## config.mk

```make
export PLATFORM = sky130hd
export DESIGN_NAME = branch_resolve_unit
export DESIGN_NICKNAME = d
export VERILOG_FILES = /design/src/rtl/brr_pkg.sv /design/src/rtl/brr_ctrl.sv /design/src/rtl/brr_datapath.sv /design/src/rtl/branch_resolve_unit.sv
export SDC_FILE = /design/constraint.sdc
export NUM_CORES = 1
export LEC_CHECK = 0
export BUFFER_PORTS_ARGS = -buffer_cell sky130_fd_sc_hd__buf_2
export CAP_MARGIN = 10
export CORE_ASPECT_RATIO = 1.25
export CORE_MARGIN = 8
export CORE_UTILIZATION = 50
export DETAILED_ROUTE_END_ITERATION = 12
export GPL_TIMING_DRIVEN = 0
export PLACE_DENSITY_LB_ADDON = 0.1
export SYNTH_ARGS = -nofsm -noshare
export SYNTH_HDL_FRONTEND = slang
export SYNTH_SLANG_ARGS = --single-unit
```

## constraint.sdc

```tcl
create_clock -name clk -period 4.7 [get_ports clk]
set_clock_uncertainty 0.1 [all_clocks]
set_input_delay 0.235 -clock clk [delete_from_list [all_inputs] [get_ports clk]]
set_output_delay 0.235 -clock clk [all_outputs]
set_load 0.05 [all_outputs]
```

## src/rtl/brr_pkg.sv

```systemverilog
package brr_pkg;
  typedef struct packed {
    logic load;
    logic decCount;
    logic takeBranch;
  } brrStrobes_t;
endpackage

```

## src/rtl/brr_ctrl.sv

```systemverilog
module brr_ctrl
  import brr_pkg::*;
#(
  parameter int OPT_W = 5
) (
  input  logic             reqValid,
  input  logic [OPT_W-1:0] opts,
  input  logic             condBit,
  input  logic             countNonZero,
  input  logic             ctrTestEn,
  input  logic             invFlag,
  output brrStrobes_t      strobes
);
  // option bit k lives at opts[OPT_W-1-k]
  localparam int IgnoreCondPos = OPT_W - 1;
  localparam int CondSensePos  = OPT_W - 2;
  localparam int NoCountPos    = OPT_W - 3;
  localparam int ZeroSensePos  = OPT_W - 4;

  logic ignoreCond, condSense, noCount, zeroSense;
  logic condOk, ctrOk, cancelDec;
  logic unusedHint;

  assign ignoreCond = opts[IgnoreCondPos];
  assign condSense  = opts[CondSensePos];
  assign noCount    = opts[NoCountPos];
  assign zeroSense  = opts[ZeroSensePos];
  assign unusedHint = ^opts[ZeroSensePos-1:0];

  assign condOk    = ignoreCond | ~(condBit ^ condSense);
  assign ctrOk     = noCount | (countNonZero ^ zeroSense);
  assign cancelDec = ctrTestEn & (condOk ^ invFlag);

  always_comb begin
    strobes.load       = reqValid;
    strobes.decCount   = ~noCount & ~cancelDec;
    strobes.takeBranch = ctrOk & condOk;
  end
endmodule

```

## src/rtl/brr_datapath.sv

```systemverilog
module brr_datapath
  import brr_pkg::*;
#(
  parameter int ADDR_W = 64,
  parameter int CR_W   = 32,
  parameter int DISP_W = 14
) (
  input  logic                    clk,
  input  logic                    rstN,
  input  brrStrobes_t             strobes,
  input  logic [$clog2(CR_W)-1:0] condIdx,
  input  logic [CR_W-1:0]         condReg,
  input  logic [ADDR_W-1:0]       countIn,
  input  logic                    wideMode,
  input  logic                    absAddr,
  input  logic [DISP_W-1:0]       disp,
  input  logic [ADDR_W-1:0]       curAddr,
  input  logic                    linkReq,
  output logic                    condBit,
  output logic                    countNonZero,
  output logic                    resValid,
  output logic                    taken,
  output logic [ADDR_W-1:0]       nextAddr,
  output logic [ADDR_W-1:0]       countOut,
  output logic                    linkOut
);
  localparam int IDX_W  = $clog2(CR_W);
  localparam int HALF_W = ADDR_W / 2;
  localparam int EXT_W  = ADDR_W - DISP_W - 2;

  logic [IDX_W-1:0]  crPos;
  logic [ADDR_W-1:0] offExt, target, seqAddr, pick, addrNext, countNext;

  assign crPos   = IDX_W'(CR_W - 1) - condIdx;
  assign condBit = condReg[crPos];

  assign countNonZero = wideMode ? (|countIn) : (|countIn[HALF_W-1:0]);

  assign offExt  = {{EXT_W{disp[DISP_W-1]}}, disp, 2'b00};
  assign target  = absAddr ? offExt : curAddr + offExt;
  assign seqAddr = curAddr + ADDR_W'(4);
  assign pick    = strobes.takeBranch ? target : seqAddr;

  always_comb begin
    addrNext = pick;
    if (!wideMode) addrNext[ADDR_W-1:HALF_W] = '0;
  end

  assign countNext = strobes.decCount ? countIn - ADDR_W'(1) : countIn;

  always_ff @(posedge clk) begin
    if (!rstN) begin
      resValid <= 1'b0;
      taken    <= 1'b0;
      nextAddr <= '0;
      countOut <= '0;
      linkOut  <= 1'b0;
    end else begin
      resValid <= strobes.load;
      if (strobes.load) begin
        taken    <= strobes.takeBranch;
        nextAddr <= addrNext;
        countOut <= countNext;
        linkOut  <= linkReq;
      end
    end
  end
endmodule

```

## src/rtl/branch_resolve_unit.sv

```systemverilog
module branch_resolve_unit
  import brr_pkg::*;
#(
  parameter int ADDR_W = 64,
  parameter int CR_W   = 32,
  parameter int DISP_W = 14,
  parameter int OPT_W  = 5
) (
  input  logic                    clk,
  input  logic                    rstN,
  input  logic                    reqValid,
  input  logic [OPT_W-1:0]        opts,
  input  logic [$clog2(CR_W)-1:0] condIdx,
  input  logic [CR_W-1:0]         condReg,
  input  logic [ADDR_W-1:0]       countIn,
  input  logic                    wideMode,
  input  logic                    ctrTestEn,
  input  logic                    invFlag,
  input  logic                    absAddr,
  input  logic [DISP_W-1:0]       disp,
  input  logic [ADDR_W-1:0]       curAddr,
  input  logic                    linkReq,
  output logic                    resValid,
  output logic                    taken,
  output logic [ADDR_W-1:0]       nextAddr,
  output logic [ADDR_W-1:0]       countOut,
  output logic                    linkOut
);
  brrStrobes_t strobes;
  logic condBit, countNonZero;

  brr_ctrl #(.OPT_W(OPT_W)) ctrl (
    .reqValid(reqValid), .opts(opts), .condBit(condBit),
    .countNonZero(countNonZero), .ctrTestEn(ctrTestEn),
    .invFlag(invFlag), .strobes(strobes)
  );

  brr_datapath #(.ADDR_W(ADDR_W), .CR_W(CR_W), .DISP_W(DISP_W)) dpath (
    .clk(clk), .rstN(rstN), .strobes(strobes), .condIdx(condIdx),
    .condReg(condReg), .countIn(countIn), .wideMode(wideMode),
    .absAddr(absAddr), .disp(disp), .curAddr(curAddr), .linkReq(linkReq),
    .condBit(condBit), .countNonZero(countNonZero), .resValid(resValid),
    .taken(taken), .nextAddr(nextAddr), .countOut(countOut), .linkOut(linkOut)
  );
endmodule

```

Yosys cells after proc, flatten, opt, wreduce, memory -nomap -nowiden
Index checks and enable logic that the tools add are counted.
{"block": "totals", "reg_bits": 131, "latch_bits": 0, "mem_bits_rw": 0, "romBits": 0, "out_inout_bits": 131, "elab_cells": 30, "mem_count": 0}
{"block": "classes", "add_sub_neg": 4, "n_mul": 0, "n_div": 0, "n_lt_le_gt_ge": 1, "n_eq_ne": 0, "shift": 0, "n_mux": 7, "bitwise_logic": 11, "reduce_logical": 2}
{"operator": "two-way mux 64 bit", "count": 3}
{"operator": "adder 64 x 3 -> 64 bit, second input constant", "count": 1}
{"operator": "adder 64 bit", "count": 1}
{"operator": "OR reduction 64 bit", "count": 1}
{"operator": "subtractor 64 x 1 -> 64 bit, second input constant", "count": 1}
{"operator": "two-way mux 32 bit", "count": 1}
{"operator": "OR reduction 32 bit", "count": 1}
{"operator": "< comparator 5 x 6 -> 1 bit, second input constant", "count": 1}
{"operator": "binary-select mux 1 bit (select 5 bit)", "count": 1}
{"operator": "subtractor 5 bit, first input constant", "count": 1}
{"operator": "bitwise AND 1 bit", "count": 3}
{"operator": "inverter 1 bit", "count": 3}
{"operator": "bitwise XOR 1 bit", "count": 3}
{"operator": "two-way mux 1 bit", "count": 2}
{"operator": "bitwise OR 1 bit", "count": 2}

Depth between registers and ports, before layout
{"block": "depth", "ltp_word": 11, "depth_mapped": 14, "depth_no_buf": 13}

Modules after synthesis
Synthesis repeated with hierarchy kept, for this count alone.
{"block": "hier_totals", "cells_unflattened": 1577, "hier_area_um2": 11842.6}
{"mod": "brr_datapath", "instances": 1, "cells_per_inst": 1570, "area_each_um2": 11790.1, "seq_area_each_um2": 2622.5}
{"mod": "brr_ctrl", "instances": 1, "cells_per_inst": 7, "area_each_um2": 52.6, "seq_area_each_um2": 0.0}

Least setup slack after synthesis
Ideal clock, no wire load.
{"block": "synth_path", "path_type": "in2reg", "startpoint": "input port countIn[38]", "endpoint": "register dpath.nextAddr[29]", "setup_ps": 117, "t_arrival_ps": 3373, "required_ps": 4483, "setup_slack_ps": 1110, "cell_stages": 11, "path_buffers": 2, "cell_sequence": "or4_4 > or4b_1 > o31a_1 > or4b_1 > xor2_1 > o22ai_4 > a21oi_1 > buf_2 > clkbuf_1 > o21ai_0 > a32o_1"}
{"block": "synth_between", "elab_chain_cells": 6}
{"element": "from (decl)", "line": "branch_resolve_unit.sv:15", "text": "input logic [ADDR_W-1:0] countIn,"}
{"element": "OR reduction 64 bit", "line": "brr_datapath.sv:37", "text": "assign countNonZero = wideMode ? (|countIn) : (|countIn[HALF_W-1:0]);"}
{"element": "two-way mux 1 bit", "line": "brr_datapath.sv:37"}
{"element": "bitwise XOR 1 bit", "line": "brr_ctrl.sv:31", "text": "assign ctrOk = noCount | (countNonZero ^ zeroSense);"}
{"element": "bitwise OR 1 bit", "line": "brr_ctrl.sv:31"}
{"element": "bitwise AND 1 bit", "line": "brr_ctrl.sv:37", "text": "strobes.takeBranch = ctrOk & condOk;"}
{"element": "two-way mux 64 bit", "line": "brr_datapath.sv:42", "text": "assign pick = strobes.takeBranch ? target : seqAddr;"}
{"element": "to (signal assigned)", "line": "brr_datapath.sv:62", "text": "nextAddr <= addrNext;"}
{"element": "to (decl)", "line": "brr_datapath.sv:23", "text": "output logic [ADDR_W-1:0] nextAddr,"}
No other way between the ends.
A chain may end at the register's enable or synchronous reset.

Worst setup path after layout
{"block": "layout_path", "startpoint": "input port disp[13]", "endpoint": "register dpath.nextAddr[60]"}
{"block": "layout_between", "elab_chain_cells": 4}
{"element": "from (decl)", "line": "branch_resolve_unit.sv:20", "text": "input logic [DISP_W-1:0] disp,"}
{"element": "adder 64 bit", "line": "brr_datapath.sv:40", "text": "assign target = absAddr ? offExt : curAddr + offExt;"}
{"element": "two-way mux 64 bit *", "line": "brr_datapath.sv:40"}
{"element": "two-way mux 64 bit *", "line": "brr_datapath.sv:42"}
{"element": "two-way mux 32 bit *", "line": "brr_datapath.sv:46", "text": "if (!wideMode) addrNext[ADDR_W-1:HALF_W] = '0;"}
Mark *: on every way between the ends. The rest lies on a longest branch, timed or not.

==> metrics.txt <==
status=completed; IO Pins=323; Remaining DRCs=0; Max Clk Rate=223 MHz; Initial Util=0.510; placed cell areas=13,300 um^2; post_cts resized=0; Unique masters post-synth=71; row count=61; initial antenna violation count=2; Bufs on Longest Clock Path=2; GRT Total Usage=0.320; Slew Limit Fails=0; slew at the pin closest to its max-slew limit=1.23 ns; final setup fails=0; Crit. End Element=register; Die Footprint=27,900 um^2; H-tree Lvls=4; Yosys Warn Count=0; Syn Nets=1,783; Power Density=302 nW/um^2; syn_area_per_cell=7.45 um^2; Area Overhead vs Synth=23.0%; First DRT Iteration DRCs=843; WP data required=4.96 ns; startpoint types=input pin; Core ar.=22,300 um^2; Avg WL per Cell=21.4 um; post-placement cell count=2,126; clock root buffer=clkbuf_16; Final Cell Area=14,000 um^2; layout net count=2,124; # Post-CTS Setup Buffers=0; die width=151 um; unrepaired setup endpoints after global routing=false; final critical-path required period=4.48 ns; maximum vdd drop=0.267 mV; Hold WC Path Type=input pin to register; Final Hold Vio Count=0; DP HPWL=37,100 um; global-route wire length before repair=69,700 um; cts hold-fix bufs=5; worst min-delay path startpoint=countIn[52]; ys async rst share=0; drt pass-1 iters=5; Max Cap Viol=0; classification of the worst setup path=input pin to register; top_reg_cell synth=dfxtp_1; CTS tree=built; WP data arrival=4.74 ns; share of layout cells above drive strength 1=0.200; Synth Instances=1,526; r2r startpoint=dpath.countOut[1]$_SDFFE_PN0P_; final std cells w/o fill=2,165; Yosys reg bits=131; Multi-input gate area=8300 um^2; DR vias=13,200; Final Cycle Share=0.954; number of I/O port buffers=317; WL final=46,300 um; Worst-path clk slew=0.06 ns; GPL Wtd Cong=0.948; Post-Syn Area=11,400 um^2; CP max FO=51; Rel. slew slack=0.178; GR Overflow Total=0; DRT antenna net count=0; Setup crit start=disp[13]; Leak=0.00593 uW; Chip Height=185 um; number of flops mapped to enable cells by yosys=0; Reg area=2620 um^2; clk sinks=131; TritonCTS buffer count=17; sequential area share after synthesis=0.231; largest net degree at the start of global routing=52; number of global-route vias before repair=12,800; Clk Latency, worst-skew pair=0.43 ns; fill cell count=2,131; Via-to-Cell Ratio=6.10
-- worst paths after layout --
check	end	slack [ns]	cells after the start
setup reg to reg	dpath.countOut[1]$_SDFFE_PN0P_	3.88	2
hold / removal	dpath.countOut[52]$_SDFFE_PN0P_	0.01	3
setup / recovery	dpath.nextAddr[60]$_SDFFE_PN0P_	0.22	13
hold reg to reg	dpath.countOut[52]$_SDFFE_PN0P_	0.35	2
-- placed cells by master (no fill, tap or decap), types with 15 or more instances in the layout --
cell type	count
o211ai_1	24
nand2_1	156
nand4_1	37
xnor2_1	107
nor2_1	106
and3_1	20
xor2_1	70
nor3_1	33
ha_1	64
a21o_1	39
a21oi_1	174
o21ai_0	139
clkbuf_1	81
nand3_1	40
clkbuf_16	17
inv_1	30
dfxtp_1	131
mux2i_1	15
nor4_1	27
buf_2	323
a211oi_1	20
a22o_1	25
-- final cells by class --
type / count / area share
tap: 283 / 0.0253
clock buffer: 20 / 0.0334
inverter: 32 / 0.00859
clock inverter: 11 / 0.0108
antenna: 3 / 0.000537
buffer: 87 / 0.0239
timing repair buffer: 322 / 0.117
sequential: 131 / 0.187
multi-input combinational: 1276 / 0.593
-- per-layer routing --
metal | vias to the layer above | routed length [um] | GRT usage
li1 | 6305 | - | -
met1 | 6161 | 17800 | 0.364
met2 | 601 | 22500 | 0.558
met3 | 135 | 3760 | 0.0589
met4 | 0 | 2140 | 0.168
met5 | - | 0 | 0
-- registers in the layout (all words and copies together) (netlist names) --
signal	flops
dpath.countOut	64
dpath.taken	1
dpath.resValid	1
dpath.nextAddr	64
dpath.linkOut	1
-- logic make-up (layout without fill, tap and decap cells) --
group / count (synthesis) / in the layout / share of synthesized area
adder cells (fa/ha/maj): 65 / 65 / 0.0722
AND/OR/NAND/NOR: 490 / 490 / 0.209
multiplexers: 23 / 23 / 0.0280
AO/OA/AOI/OAI: 521 / 521 / 0.284
other: 0 / 3 / 0
flip-flops: 131 / 131 / 0.231
XOR/XNOR: 177 / 177 / 0.136
buffers and inverters: 119 / 472 / 0.0399
-- stage by stage --
step                TNS [ns]  total power (uW)  hold slack, ns  utilization  worst slack, ns
global placement      -0.311              2770           0.331        0.597           -0.205
global route               0              4390          0.0255        0.628           0.0655
CTS                        0              4210        0.000101        0.627            0.315
detailed placement   -0.0942              2780           0.338        0.597          -0.0931
finish                     0              4220          0.0131        0.628            0.217
floorplan                  0              2290           0.283            -             1.11
-- synthesized netlist by cell type, drive strengths merged, types with 3 or more instances --
| cell type | instances | share of area |
|---|---|---|
| buf | 6 | 0.0026 |
| o211ai | 24 | 0.016 |
| and2 | 12 | 0.0066 |
| and4 | 5 | 0.0038 |
| o22a | 3 | 0.0023 |
| nor4 | 27 | 0.015 |
| mux4 | 7 | 0.014 |
| nand4 | 37 | 0.020 |
| a311oi | 3 | 0.0023 |
| nor3b | 4 | 0.0026 |
| a22o | 25 | 0.019 |
| o21ai | 141 | 0.062 |
| dfxtp | 131 | 0.23 |
| and3 | 20 | 0.011 |
| xnor2 | 107 | 0.082 |
| o21a | 11 | 0.0073 |
| a21boi | 6 | 0.0040 |
| o31ai | 9 | 0.0059 |
| a31oi | 9 | 0.0049 |
| nand2b | 8 | 0.0044 |
| nand2 | 156 | 0.051 |
| o31a | 3 | 0.0023 |
| a211o | 4 | 0.0031 |
| mux2i | 15 | 0.013 |
| xor2 | 70 | 0.054 |
| o21bai | 13 | 0.0086 |
| a21oi | 174 | 0.077 |
| a31o | 3 | 0.0023 |
| a22oi | 3 | 0.0020 |
| nand3 | 40 | 0.018 |
| clkbuf | 81 | 0.027 |
| o221ai | 8 | 0.0062 |
| nor3 | 33 | 0.015 |
| a211oi | 20 | 0.013 |
| inv | 30 | 0.0099 |
| or3 | 12 | 0.0066 |
| nor2 | 106 | 0.035 |
| and3b | 5 | 0.0038 |
| or4 | 9 | 0.0063 |
| ha | 64 | 0.070 |
| nor2b | 3 | 0.0017 |
| a21o | 39 | 0.026 |
| or2 | 6 | 0.0033 |
-- worst max-delay path, cell delays in order --
cell and delay, ns:
buf_2 0.90, ha_1 0.39, clkbuf_1 0.19, a21oi_1 0.29, o21ai_0 0.13, a2111oi_0 0.59
a21oi_1 0.25, o211a_1 0.33, a211o_1 0.33, a221oi_1 0.50, o21ai_0 0.24, xnor2_1 0.16
o21ai_0 0.16
-- power breakdown --
group | total [uW] | leakage [uW] | internal (uW) | switching, uW
registers | 1240 | 0.00108 | 1200 | 46.8
logic | 1540 | 0.00456 | 494 | 1050
clock network | 1430 | 0.000291 | 877 | 557
No activity file was read; power rests on OpenSTA's default activity.
